<file path="src/rtl/owin_pkg.sv">
package owin_pkg;
  localparam int PAGE_BITS = 16;

  typedef enum logic [1:0] {
    REG_CTRL = 2'd0,
    REG_BASE = 2'd1,
    REG_RLO  = 2'd2,
    REG_RHI  = 2'd3
  } owin_reg_e;

  typedef struct packed {
    logic [PAGE_BITS-1:0] span;
    logic [7:0]           attr;
    logic [3:0]           tgt;
    logic                 en;
    logic [PAGE_BITS-1:0] base;
    logic [PAGE_BITS-1:0] rlo;
    logic [31:0]          rhi;
  } owin_t;

  localparam logic [3:0] TGT_DRAM = 4'd0;
  localparam logic [3:0] TGT_DEV  = 4'd1;
  localparam logic [3:0] TGT_PCI  = 4'd3;
  localparam logic [3:0] TGT_PCIE = 4'd4;
  localparam logic [7:0] ATTR_IO  = 8'h51;
  localparam logic [7:0] ATTR_MEM = 8'h59;
endpackage

</file>
<file path="src/rtl/owin_regs.sv">
module owin_regs
  import owin_pkg::*;
#(
  parameter int NUM_WIN   = 8,
  parameter int NUM_REMAP = 4,
  parameter int CFG_AW    = 7
) (
  input  logic                     clk,
  input  logic                     rst_n,
  input  logic                     cfg_wr,
  input  logic [CFG_AW-1:0]        cfg_addr,
  input  logic [31:0]              cfg_wdata,
  output logic [31:0]              cfg_rdata,
  output owin_t [NUM_WIN-1:0]      win
);
  localparam int IW = CFG_AW - 4;

  logic [IW-1:0] idx;
  owin_reg_e     sel;
  logic          unused_lsb;

  assign idx        = cfg_addr[CFG_AW-1:4];
  assign sel        = owin_reg_e'(cfg_addr[3:2]);
  assign unused_lsb = ^cfg_addr[1:0];

  for (genvar w = 0; w < NUM_WIN; w++) begin : g_win
    logic                 wr_this;
    logic                 ctrl_en;
    logic                 base_en;
    logic [PAGE_BITS-1:0] span_q;
    logic [7:0]           attr_q;
    logic [3:0]           tgt_q;
    logic                 en_q;
    logic [PAGE_BITS-1:0] base_q;
    logic [PAGE_BITS-1:0] rlo_w;
    logic [31:0]          rhi_w;

    assign wr_this = cfg_wr && (idx == IW'(w));
    assign ctrl_en = wr_this && (sel == REG_CTRL);
    assign base_en = wr_this && (sel == REG_BASE);

    always_ff @(posedge clk or negedge rst_n) begin
      if (!rst_n) begin
        span_q <= '0;
        attr_q <= '0;
        tgt_q  <= '0;
        en_q   <= 1'b0;
        base_q <= '0;
      end else begin
        if (ctrl_en) begin
          span_q <= cfg_wdata[31:16];
          attr_q <= cfg_wdata[15:8];
          tgt_q  <= cfg_wdata[7:4];
          en_q   <= cfg_wdata[0];
        end
        if (base_en) begin
          base_q <= cfg_wdata[31:16];
        end
      end
    end

    if (w < NUM_REMAP) begin : g_remap
      logic                 rlo_en;
      logic                 rhi_en;
      logic [PAGE_BITS-1:0] rlo_q;
      logic [31:0]          rhi_q;
      assign rlo_en = wr_this && (sel == REG_RLO);
      assign rhi_en = wr_this && (sel == REG_RHI);
      always_ff @(posedge clk or negedge rst_n) begin
        if (!rst_n) begin
          rlo_q <= '0;
          rhi_q <= '0;
        end else begin
          if (rlo_en) rlo_q <= cfg_wdata[31:16];
          if (rhi_en) rhi_q <= cfg_wdata;
        end
      end
      assign rlo_w = rlo_q;
      assign rhi_w = rhi_q;
    end else begin : g_plain
      assign rlo_w = '0;
      assign rhi_w = '0;
    end

    assign win[w] = '{span: span_q, attr: attr_q, tgt: tgt_q, en: en_q,
                      base: base_q, rlo: rlo_w, rhi: rhi_w};
  end

  always_comb begin
    cfg_rdata = '0;
    if (int'(idx) < NUM_WIN) begin
      unique case (sel)
        REG_CTRL: cfg_rdata = {win[idx].span, win[idx].attr, win[idx].tgt, 3'b000, win[idx].en};
        REG_BASE: cfg_rdata = {win[idx].base, 16'h0000};
        REG_RLO:  cfg_rdata = {win[idx].rlo, 16'h0000};
        REG_RHI:  cfg_rdata = win[idx].rhi;
        default:  cfg_rdata = '0;
      endcase
    end
  end

  // base word low half always reads zero
  p_base_low_zero_r4: assert property (@(posedge clk) disable iff (!rst_n)
    (sel == REG_BASE) |-> (cfg_rdata[15:0] == 16'h0000));

  // windows without remap storage read zero at remap offsets
  p_no_remap_read_r5: assert property (@(posedge clk) disable iff (!rst_n)
    ((int'(idx) >= NUM_REMAP) && cfg_addr[3]) |-> (cfg_rdata == 32'h0));

  // reserved control bits stay zero
  p_ctrl_rsvd_r3: assert property (@(posedge clk) disable iff (!rst_n)
    (sel == REG_CTRL) |-> (cfg_rdata[3:1] == 3'b000));
endmodule

</file>
<file path="src/rtl/owin_match.sv">
module owin_match
  import owin_pkg::*;
#(
  parameter int NUM_WIN = 8
) (
  input  owin_t [NUM_WIN-1:0] win,
  input  logic [31:0]         addr,
  output logic [NUM_WIN-1:0]  hit
);
  for (genvar w = 0; w < NUM_WIN; w++) begin : g_cmp
    logic [PAGE_BITS-1:0] diff;
    logic                 unused_fields;
    assign diff          = (addr[31:16] ^ win[w].base) & ~win[w].span;
    assign hit[w]        = win[w].en && (diff == '0);
    assign unused_fields = ^{win[w].attr, win[w].tgt, win[w].rlo, win[w].rhi};
  end
endmodule

</file>
<file path="src/rtl/owin_pick.sv">
module owin_pick
  import owin_pkg::*;
#(
  parameter int NUM_WIN   = 8,
  parameter int NUM_REMAP = 4,
  parameter int IDX_W     = 3
) (
  input  owin_t [NUM_WIN-1:0] win,
  input  logic [NUM_WIN-1:0]  hit,
  input  logic [31:0]         addr,
  output logic [NUM_WIN-1:0]  grant,
  output logic                any,
  output logic [IDX_W-1:0]    idx,
  output logic [3:0]          tgt,
  output logic [7:0]          attr,
  output logic [31:0]         xaddr,
  output logic [31:0]         xhi
);
  logic unused_fields;
  always_comb begin
    unused_fields = 1'b0;
    for (int w = 0; w < NUM_WIN; w++) begin
      unused_fields = unused_fields ^ (^{win[w].span, win[w].base, win[w].en});
    end
  end

  always_comb begin
    grant = '0;
    any   = 1'b0;
    idx   = '0;
    tgt   = '0;
    attr  = '0;
    xaddr = addr;
    xhi   = '0;
    for (int w = 0; w < NUM_WIN; w++) begin
      if (hit[w] && !any) begin
        any      = 1'b1;
        grant[w] = 1'b1;
        idx      = IDX_W'(w);
        tgt      = win[w].tgt;
        attr     = win[w].attr;
        if (w < NUM_REMAP) begin
          xaddr = {win[w].rlo, addr[15:0]};
          xhi   = win[w].rhi;
        end
      end
    end
  end
endmodule

</file>
<file path="src/rtl/owin_unit.sv">
module owin_unit
  import owin_pkg::*;
#(
  parameter int NUM_WIN   = 8,
  parameter int NUM_REMAP = 4,
  localparam int IDX_W    = (NUM_WIN > 1) ? $clog2(NUM_WIN) : 1,
  localparam int CFG_AW   = IDX_W + 4
) (
  input  logic              clk,
  input  logic              rst_n,
  input  logic              cfg_wr,
  input  logic [CFG_AW-1:0] cfg_addr,
  input  logic [31:0]       cfg_wdata,
  output logic [31:0]       cfg_rdata,
  input  logic              req_valid,
  input  logic [31:0]       req_addr,
  output logic              res_valid,
  output logic              res_hit,
  output logic              res_miss,
  output logic [IDX_W-1:0]  res_win,
  output logic [3:0]        res_target,
  output logic [7:0]        res_attr,
  output logic [31:0]       res_addr,
  output logic [31:0]       res_addr_hi
);
  owin_t [NUM_WIN-1:0] win;
  logic [NUM_WIN-1:0]  hit;
  logic [NUM_WIN-1:0]  grant;
  logic                any;
  logic [IDX_W-1:0]    p_idx;
  logic [3:0]          p_tgt;
  logic [7:0]          p_attr;
  logic [31:0]         p_addr;
  logic [31:0]         p_hi;

  owin_regs #(.NUM_WIN(NUM_WIN), .NUM_REMAP(NUM_REMAP), .CFG_AW(CFG_AW)) u_regs (
    .clk(clk), .rst_n(rst_n), .cfg_wr(cfg_wr), .cfg_addr(cfg_addr),
    .cfg_wdata(cfg_wdata), .cfg_rdata(cfg_rdata), .win(win)
  );

  owin_match #(.NUM_WIN(NUM_WIN)) u_match (
    .win(win), .addr(req_addr), .hit(hit)
  );

  owin_pick #(.NUM_WIN(NUM_WIN), .NUM_REMAP(NUM_REMAP), .IDX_W(IDX_W)) u_pick (
    .win(win), .hit(hit), .addr(req_addr), .grant(grant), .any(any),
    .idx(p_idx), .tgt(p_tgt), .attr(p_attr), .xaddr(p_addr), .xhi(p_hi)
  );

  // next-state
  logic              n_valid, n_hit, n_miss;
  logic [IDX_W-1:0]  n_win;
  logic [3:0]        n_tgt;
  logic [7:0]        n_attr;
  logic [31:0]       n_addr, n_hi;

  always_comb begin
    n_valid = req_valid;
    n_hit   = req_valid && any;
    n_miss  = req_valid && !any;
    n_win   = res_win;
    n_tgt   = res_target;
    n_attr  = res_attr;
    n_addr  = res_addr;
    n_hi    = res_addr_hi;
    if (req_valid) begin
      n_win  = p_idx;
      n_tgt  = p_tgt;
      n_attr = p_attr;
      n_addr = p_addr;
      n_hi   = p_hi;
    end
  end

  always_ff @(posedge clk or negedge rst_n) begin
    if (!rst_n) begin
      res_valid   <= 1'b0;
      res_hit     <= 1'b0;
      res_miss    <= 1'b0;
      res_win     <= '0;
      res_target  <= '0;
      res_attr    <= '0;
      res_addr    <= '0;
      res_addr_hi <= '0;
    end else begin
      res_valid   <= n_valid;
      res_hit     <= n_hit;
      res_miss    <= n_miss;
      res_win     <= n_win;
      res_target  <= n_tgt;
      res_attr    <= n_attr;
      res_addr    <= n_addr;
      res_addr_hi <= n_hi;
    end
  end

  // one result cycle per request, none otherwise
  p_valid_follow_r10: assert property (@(posedge clk) disable iff (!rst_n)
    req_valid |=> res_valid);
  p_idle_quiet_r10: assert property (@(posedge clk) disable iff (!rst_n)
    !res_valid |-> (!res_hit && !res_miss));

  // miss passes the requested address through
  p_miss_pass_r9: assert property (@(posedge clk) disable iff (!rst_n)
    res_miss |-> (res_addr == $past(req_addr) && res_addr_hi == 32'h0 && !res_hit));

  // at most one window wins, and one wins whenever any matches
  p_one_winner_r7: assert property (@(posedge clk) disable iff (!rst_n)
    $onehot0(grant) && ((|grant) == (|hit)));

  // windows without remap storage never translate
  p_plain_pass_r8: assert property (@(posedge clk) disable iff (!rst_n)
    (res_hit && (int'(res_win) >= NUM_REMAP)) |->
      (res_addr == $past(req_addr) && res_addr_hi == 32'h0));
endmodule

</file>
<file path="config.mk">
export PLATFORM = sky130hd
export DESIGN_NAME = owin_unit
export DESIGN_NICKNAME = d
export VERILOG_FILES = /design/src/rtl/owin_pkg.sv /design/src/rtl/owin_regs.sv /design/src/rtl/owin_match.sv /design/src/rtl/owin_pick.sv /design/src/rtl/owin_unit.sv
export SDC_FILE = /design/constraint.sdc
export NUM_CORES = 1
export LEC_CHECK = 0
export ABC_AREA = 1
export BUFFER_PORTS_ARGS = -buffer_cell sky130_fd_sc_hd__buf_2
export CAP_MARGIN = 20
export CELL_PAD_IN_SITES_DETAIL_PLACEMENT = 1
export CELL_PAD_IN_SITES_GLOBAL_PLACEMENT = 2
export CORE_MARGIN = 3
export CORE_UTILIZATION = 37
export DETAILED_ROUTE_END_ITERATION = 8
export HOLD_SLACK_MARGIN = 0.03
export PLACE_DENSITY = 0.82
export SLEW_MARGIN = 20
export SYNTH_ARGS = -nofsm -noshare
export SYNTH_HDL_FRONTEND = slang
export SYNTH_SLANG_ARGS = --single-unit
</file>
<file path="constraint.sdc">
create_clock -name clk -period 3.02 [get_ports clk]
set_input_delay 0.604 -clock clk [delete_from_list [all_inputs] [get_ports clk]]
set_output_delay 0.604 -clock clk [all_outputs]
set_load 0.02 [all_outputs]
</file>
==> impl_results.md, run 1 <==
* Initial antenna violation count at 9
* RSZ-0062 raised after global routing: yes
* Avg Synthesized Cell Area at 7.993 um^2
* Mapped Cells at 3967
* H-tree level count at 3
* Die ar. at around 89000 um^2
* Register area share after synthesis at 0.5004
* Die Span X at approximately 300 um
* Critical path startpoint category: primary input
* WL per Instance at roughly 25 um
* Final worst slack at -0.006656 ns
* Metal2 WL at about 62000 um
* Largest family of logic cells by synthesized area: compound AO/OA/AOI/OAI gates
* Period Utilization, post-route at 1.002
* Root Driver: clkbuf_16
* Vias per cell at 5.652
* Hpwl dp at 96020 um
* Crit path kind: primary input to output pin
* Worst-path clk slew at 0.06 ns
* Rel. slew slack at 0.2826
* Adder-cell area share of the yosys netlist at 0
* Ports at 189
* P&R area growth vs syn at 22.65%
* Outcome: finished, violations left
* First-pass detailed-route iteration total at 6
* Worst hold path type: primary input to flop
* Clk sink count at 634
* Cts bufs inserted at 76
* Critical path endpoint category: output pin
* Hold depth at 3
* Fillers at 10.04k
* Largest net degree at the start of global routing at 72
* DRT antenna net count at 0
* Tot GR Track Use at 0.3028
* GPL Wtd Cong at a little over 0.9
* Reg2reg path depth at 16
* Number of flops mapped to enable cells by yosys at 0
* Synthesized flop and latch total at between 600 and 700
* Worst slew pin tran at about 1.1 ns
* Num rows at between 100 and 150
* Die height at roughly 300 um
* Core area at roughly 84000 um^2
* WHS at ~0.18 ns
* Post-Synth XOR/XNOR Area at 0.003038
* Crit path largest cell delay at between 0.2 and 0.25 ns
* Synth Area in Simple Gates at 0.1947
* Mapped Area at ~32000 um^2
* Area occupied by multi-input gates at roughly 13000 um^2
* VDD IR max at between 0.3 and 0.4 mV
* Crit path arrival time at around 2.4 ns
* Pwr dens at 654.7 nW/um^2
* Maximum clock frequency at between 300 and 400 MHz
* GR Overflow Total at 0
* DRC at 0
* WL met1 at approximately 60000 um
* Syn Nets at a little over 4k
* Async set or reset register ratio after synthesis at 1.000
* Synth Warn # at 0
* IO buf count at between 150 and 200
* FF/Latch Area at roughly 16000 um^2
* Failing checks: setup timing
* Final Critical Period at 3.027 ns
* CTS tree: yes
* Crit path top cell by count: buf_4
* CTS Buffer Depth at 3
* Main synth FF type: dfrtp_1
* Crit path required time at about 2.4 ns
* Pleak at about 18 nW
* Worst slack, placed at -0.7224 ns
* Layout cells sized above 1 at 0.1645
* Yosys cell types at 48
* Initial core utilization at 0.3765
* Final Hold Vio Count at 0
* Slowest cell on the critical path: buf_4
* Crit-path cells: buf_4 -> inv_2 -> nand2_4 -> buf_12 -> buf_8 -> o22ai_1 -> a221oi_2 -> nand2_1 -> o311ai_1 -> buf_4 -> nand4_1 -> buf_4 -> buf_4
* Total Nets Final at around 4.3k
* Clock latency on the worst-skew pair at 0.64 ns
* Post-synthesis compound-gate area fraction at 0.2153
* Global-route wire length before repair at roughly 200000 um
* Vias in the first global route at 30.74k
* Area after DPL at around 36000 um^2
* Mux contribution to synthesized area at 0
* Initial drt markers at approximately 2.7k
* Via count at between 30k and 40k
* Worst Skew at between 0.02 and 0.025 ns
* Count of final max-slew check failures at 0
* Final setup violation count at 1
* Maxcap violations at 0
* Met3 wire length at between 10000 and 15000 um
* Final Routed Wirelength at 137400 um
* Top Layer Used: met5
* Post-route cell area at just under 40000 um^2
* Max Fanout on Critical Path at 7
## power breakdown
part	total, mW	internal (mW)	switching, mW
sequential	11.0	9.92	1.11
combinational	4.96	1.75	3.22
clock	9.47	5.55	3.92
## placed cells by master (no fill, tap or decap), types with 9 or more instances in the layout
master	count
o21ai_1	47
o2bb2ai_1	12
nand2_2	18
buf_4	220
o22ai_1	108
clkbuf_16	76
buf_6	11
a32o_1	12
o211ai_1	33
a22oi_1	100
xnor2_1	10
nor3_1	10
dfrtp_1	634
nand3_1	161
clkbuf_8	21
nand4_1	54
nor2_1	134
clkbuf_1	20
nor2_2	14
o311ai_2	9
buf_2	175
o311ai_1	9
a211oi_1	33
o21ai_0	629
inv_1	367
clkinv_2	12
a21oi_1	73
buf_12	66
o221ai_1	38
o2111ai_1	11
nand2_1	1058
## cell families after synthesis
group / after synthesis
buffers and inverters: 684
AND/OR/NAND/NOR: 1482
flip-flops: 634
AO/OA/AOI/OAI: 1156
XOR/XNOR: 11
## flip-flops by register name, summed over array words and instances (netlist names)
name / flops
u_regs.g_win.g_remap.rhi_q: 128
u_regs.g_win.g_remap.rlo_q: 64
res_win: 3
res_miss: 1
u_regs.g_win.base_q: 128
res_hit: 1
u_regs.g_win.en_q: 8
res_addr: 32
u_regs.g_win.tgt_q: 32
u_regs.g_win.attr_q: 64
u_regs.g_win.span_q: 128
res_target: 4
res_attr: 8
res_addr_hi: 32
res_valid: 1
## synthesized netlist by cell type (20+ instances only)
| master | number | area (um^2) |
|---|---|---|
| o211ai_1 | 33 | 247.7 |
| buf_4 | 20 | 150.1 |
| clkbuf_1 | 233 | 874.6 |
| nand3_1 | 162 | 810.8 |
| o311ai_0 | 25 | 219.0 |
| a22oi_1 | 102 | 765.7 |
| inv_1 | 369 | 1385 |
| o22ai_1 | 115 | 719.4 |
| o221ai_1 | 41 | 359.1 |
| buf_2 | 21 | 105.1 |
| nand4_1 | 54 | 337.8 |
| o21ai_0 | 631 | 3158 |
| nand2_1 | 1072 | 4024 |
| a211oi_1 | 33 | 247.7 |
| a21oi_1 | 73 | 365.4 |
| o21ai_1 | 45 | 225.2 |
| dfrtp_1 | 634 | 15870 |
| nor2_1 | 139 | 521.8 |
## cell type report
cell class / instances / share of cell area
flip-flops and latches: 634 / 0.4080
multi-input cells: 2649 / 0.3462
repair buffers: 479 / 0.1057
clock buffers: 117 / 0.05827
inverters: 384 / 0.03800
well taps: 1134 / 0.03648
clock inverters: 22 / 0.007239
diodes: 3 / 0.0001930
## routing by layer
| metal | vias up | GRT usage |
|---|---|---|
| li1 | 13890 | - |
| met3 | 219 | 0.07076 |
| met5 | - | 0 |
| met1 | 15400 | 0.4161 |
| met2 | 1130 | 0.4749 |
| met4 | 6 | 0.09378 |
## repair_timing
action	CTS	global route
setup buffers	7	2
cloned	1	0
hold buffers	1	0
pin swaps	9	15
endpoints found under the hold margin	44	0
setup endpoints to repair	20	19
gates resized for setup	46	53
## path summary, 6_finish.rpt
| check | slack, ns | from | endpoint |
|---|---|---|---|
| max | -0.007 | cfg_addr[4] | cfg_rdata[30] |
| min | 0.18 | req_addr[1] | res_addr[1] |
| max reg2reg | 0.25 | u_regs.g_win[2].base_q[9] | res_addr[27] |
| min reg2reg | 0.47 | res_addr[7] | res_addr[7] |
| max in group asynchronous | 1.52 | rst_n | res_addr_hi[11] |
| min in group asynchronous | 0.57 | rst_n | res_addr[24] |
## metrics by stage
stage / power [mW] / std cells / TNS [ns] / utilization
global route: 26.71 / 5421 / -0.1396 / 0.4617
CTS: 25.48 / 5418 / 0 / 0.4588
detailed placement: 15.88 / 5271 / -4.799 / 0.4255
floorplan: 13.61 / 3967 / 0 / -
finish: 25.46 / 5422 / -0.006656 / 0.4618
global placement: 15.67 / 5269 / -4.950 / 0.4254
## critical path: cells and delay by family
family          cells  cell delay (ns)
buf+inv             7             1.08
simple gates        3             0.37
compound gates      3             0.34
Power figures use the tool's default switching activity.
==> inputs of run 2 (changes only) <==
--- a/config.mk
+++ b/config.mk
@@ -6,15 +6,15 @@
 export NUM_CORES = 1
 export LEC_CHECK = 0
 export ABC_AREA = 1
-export BUFFER_PORTS_ARGS = -buffer_cell sky130_fd_sc_hd__buf_2
 export CAP_MARGIN = 20
 export CELL_PAD_IN_SITES_DETAIL_PLACEMENT = 1
 export CELL_PAD_IN_SITES_GLOBAL_PLACEMENT = 2
 export CORE_MARGIN = 3
-export CORE_UTILIZATION = 37
+export CORE_UTILIZATION = 39
 export DETAILED_ROUTE_END_ITERATION = 8
+export DONT_BUFFER_PORTS = 1
 export HOLD_SLACK_MARGIN = 0.03
-export PLACE_DENSITY = 0.82
+export PLACE_DENSITY = 0.83
 export SLEW_MARGIN = 20
 export SYNTH_ARGS = -nofsm -noshare
 export SYNTH_HDL_FRONTEND = slang
==> constraint.sdc (replaced) <==
create_clock -name clk -period 3.02 [get_ports clk]
set_input_delay 0 -clock clk [delete_from_list [all_inputs] [get_ports clk]]
set_output_delay 0 -clock clk [all_outputs]
set_load 0.02 [all_outputs]
==> run 2 against run 1 <==
  * The run ends with hold timing, slew limit left
  * Register-to-register slack got worse by 0.08 ns
  * Largest cell class unchanged
  * Flip-flop and latch count did not move
  * Highest routed layer is now met4
  * Total power fell by 3.1%
  * Clock skew barely moved
  * Count of clock-buffer cells in the layout fell by 6
  * Sequential power barely moved
  * Core utilization fell by 0.83 points
  * Via count fell by 3.8%
==> impl_results.md, run 2 (synthesis results as in run 1) <==
* Vias per cell at 5.841 (+3.4%)
* Final Hold Vio Count at 636 (+636)
* Maximum clock frequency at 351.4 MHz (+6.3%)
* Worst hold path type: primary input to asynchronous set/reset pin
* Die height at 291.1 um (-2.5%)
* CTS Buffer Depth at 3 (unchanged)
* Reg2reg path depth at 13 (-3)
* WL per Instance at 26.19 um (+3.4%)
* Top Layer Used: met4
* Final Routed Wirelength at 132200 um (-3.8%)
* Die Span X at 291.1 um (-2.5%)
* Maxcap violations at 0 (unchanged)
* RSZ-0062 raised after global routing: no
* Clock latency on the worst-skew pair at 0.63 ns (about the same)
* Crit path arrival time at 3.41 ns (+0.99 ns)
* IO buf count at 0 (-100%)
* CTS tree: yes
* Critical path endpoint category: flop
* Count of final max-slew check failures at 363 (+363)
* Cts bufs inserted at 75 (-1.3%)
* Largest regs: u_regs.g_win.base_q: 128 flops, u_regs.g_win.g_remap.rhi_q: 128 flops, u_regs.g_win.span_q: 128 flops
* P&R area growth vs syn at 14.10%
* Failing checks: hold timing, slew limit
* Setup tns final at 0 ns (+0.006656 ns)
* Initial core utilization at 0.3975 (+0.02098)
* GPL Wtd Cong at 0.9108 (-1.5%)
* Worst slew pin tran at 2.691 ns (+1.614 ns)
* DRT antenna net count at 0 (unchanged)
* Rel. slew slack at -0.7937 (-1.076)
* Fillers at 9542 (-5.0%)
* Tot GR Track Use at 0.3075 (+0.004626)
* Max Fanout on Critical Path at 17 (+10)
* Largest net degree at the start of global routing at 635 (+780%)
* Worst Skew at 0.02241 ns (-0.0001717 ns)
* Metal2 WL at 59640 um (-3.3%)
* Final setup violation count at 0 (-1)
* Crit path kind: flop to flop
* Critical path startpoint category: flop
* Pwr Total at 24.66 mW (-3.1%)
* Most frequent cells in the layout: nand2_1, dfrtp_1, o21ai_0, inv_1, nand3_1
* Vias in the first global route at 29.73k (-3.3%)
* Die ar. at 84760 um^2 (-5.0%)
* First-pass detailed-route iteration total at 5 (-1)
* Postcts setup bufs at 0 (-7)
* H-tree level count at 3 (unchanged)
* Pleak at 16.40 nW (-9.6%)
* GR Overflow Total at 0 (unchanged)
* Pwr dens at 681.7 nW/um^2 (+4.1%)
* Period Utilization, post-route at 0.9424 (-0.05980)
* Root Driver: clkbuf_16
* Final Critical Period at 2.846 ns (-0.1806 ns)
* Num rows at 103 (-2.8%)
* Via count at 29.49k (-3.8%)
* Hpwl dp at 86190 um (-10%)
* Initial antenna violation count at 3 (-6)
* Crit path required time at 3.58 ns (+1.16 ns)
* Commonest non-fill, non-tap cell in the layout: nand2_1
* Global-route wire length before repair at 198600 um (-2.5%)
* Initial drt markers at 2645 (-3.5%)
* WL met1 at 58750 um (-1.6%)
* Clk sink count at 634 (unchanged)
* Met3 wire length at 9593 um (-19%)
* Core area at 79770 um^2 (-5.3%)
* Worst-path clk slew at 0.06 ns (about the same)
* Ports at 189 (unchanged)
* Layout cells sized above 1 at 0.07856 (-0.08597)
* Outcome: finished, violations left
* DRC at 0 (unchanged)
* VDD IR max at 0.3827 mV (-0.39%)
* WHS at -0.9189 ns (-1.094 ns)
* Total Nets Final at 4011 (-6.7%)
[run 2: worst paths after layout]
check                                                   from                                end  slack, ns
setup reg to reg                  u_regs.g_win[1].base_q[14]                       res_addr[22]       0.17
setup / recovery                  u_regs.g_win[1].base_q[14]                       res_addr[22]       0.17
hold / removal                                         rst_n                       res_addr[22]      -0.92
max in group asynchronous                              rst_n          u_regs.g_win[6].base_q[1]       1.82
hold reg to reg            u_regs.g_win[3].g_remap.rlo_q[15]  u_regs.g_win[3].g_remap.rlo_q[15]       0.48
min in group clk                                 cfg_addr[3]  u_regs.g_win[0].g_remap.rlo_q[10]      -0.01
[run 2: repair_timing]
| item | 4_1_cts | 5_1_grt |
|---|---|---|
| endpoints found under the setup margin | 0 | 2 |
| gates resized for setup | 0 | 1 |
| hold buffers | 72 | 2 |
| hold endpoints to repair | 961 | 670 |
[run 2: metal layers]
| metal | GRT usage | vias to the layer above |
|---|---|---|
| met5 | 0 | - |
| met4 | 0.09468 | 0 |
| met3 | 0.06020 | 229 |
| met2 | 0.4847 | 920 |
| met1 | 0.4280 | 15050 |
| li1 | - | 13290 |
[run 2: layout make-up]
type / instances / area, um^2 / area share
multi-input cells: 2649 / 13160 / 0.3639
inverters: 384 / 1468 / 0.04057
clock buffers: 111 / 2225 / 0.06149
repair buffers: 192 / 1842 / 0.05091
clock inverters: 27 / 299.0 / 0.008266
flip-flops and latches: 634 / 15870 / 0.4385
diodes: 1 / 2.502 / 0.00006917
well taps: 1050 / 1314 / 0.03631
[run 2: worst max-delay path: stages, from the launching register on]
cell and delay, ns:
dfrtp_1 0.39, inv_1 0.08, nand2_1 0.06, nand3_1 0.20, nand2_1 0.09, nor2_1 0.14, nand3_2 0.11, nor2_4 0.17
buf_4 0.30, nand2_2 0.42, buf_4 0.32, o221ai_1 0.28, o211ai_1 0.13, nand2_1 0.07
[run 2: per-stage QoR]
stage / setup WS (ns) / area [um^2] / util / instances
final: 0.1740 / 36180 / 0.4535 / 5048
after global routing: 0.09567 / 36180 / 0.4535 / 5047
after CTS: 0.1670 / 36110 / 0.4526 / 5042
after detailed placement: 0.1661 / 32840 / 0.4117 / 4832
after global placement: 0.2842 / 32840 / 0.4117 / 4832
after floorplan: 1.156 / 31710 / - / 3967
[run 2: power breakdown]
part,switching [mW],internal (mW)
combinational,2.72,1.47
clock,3.87,5.55
sequential,1.14,9.92
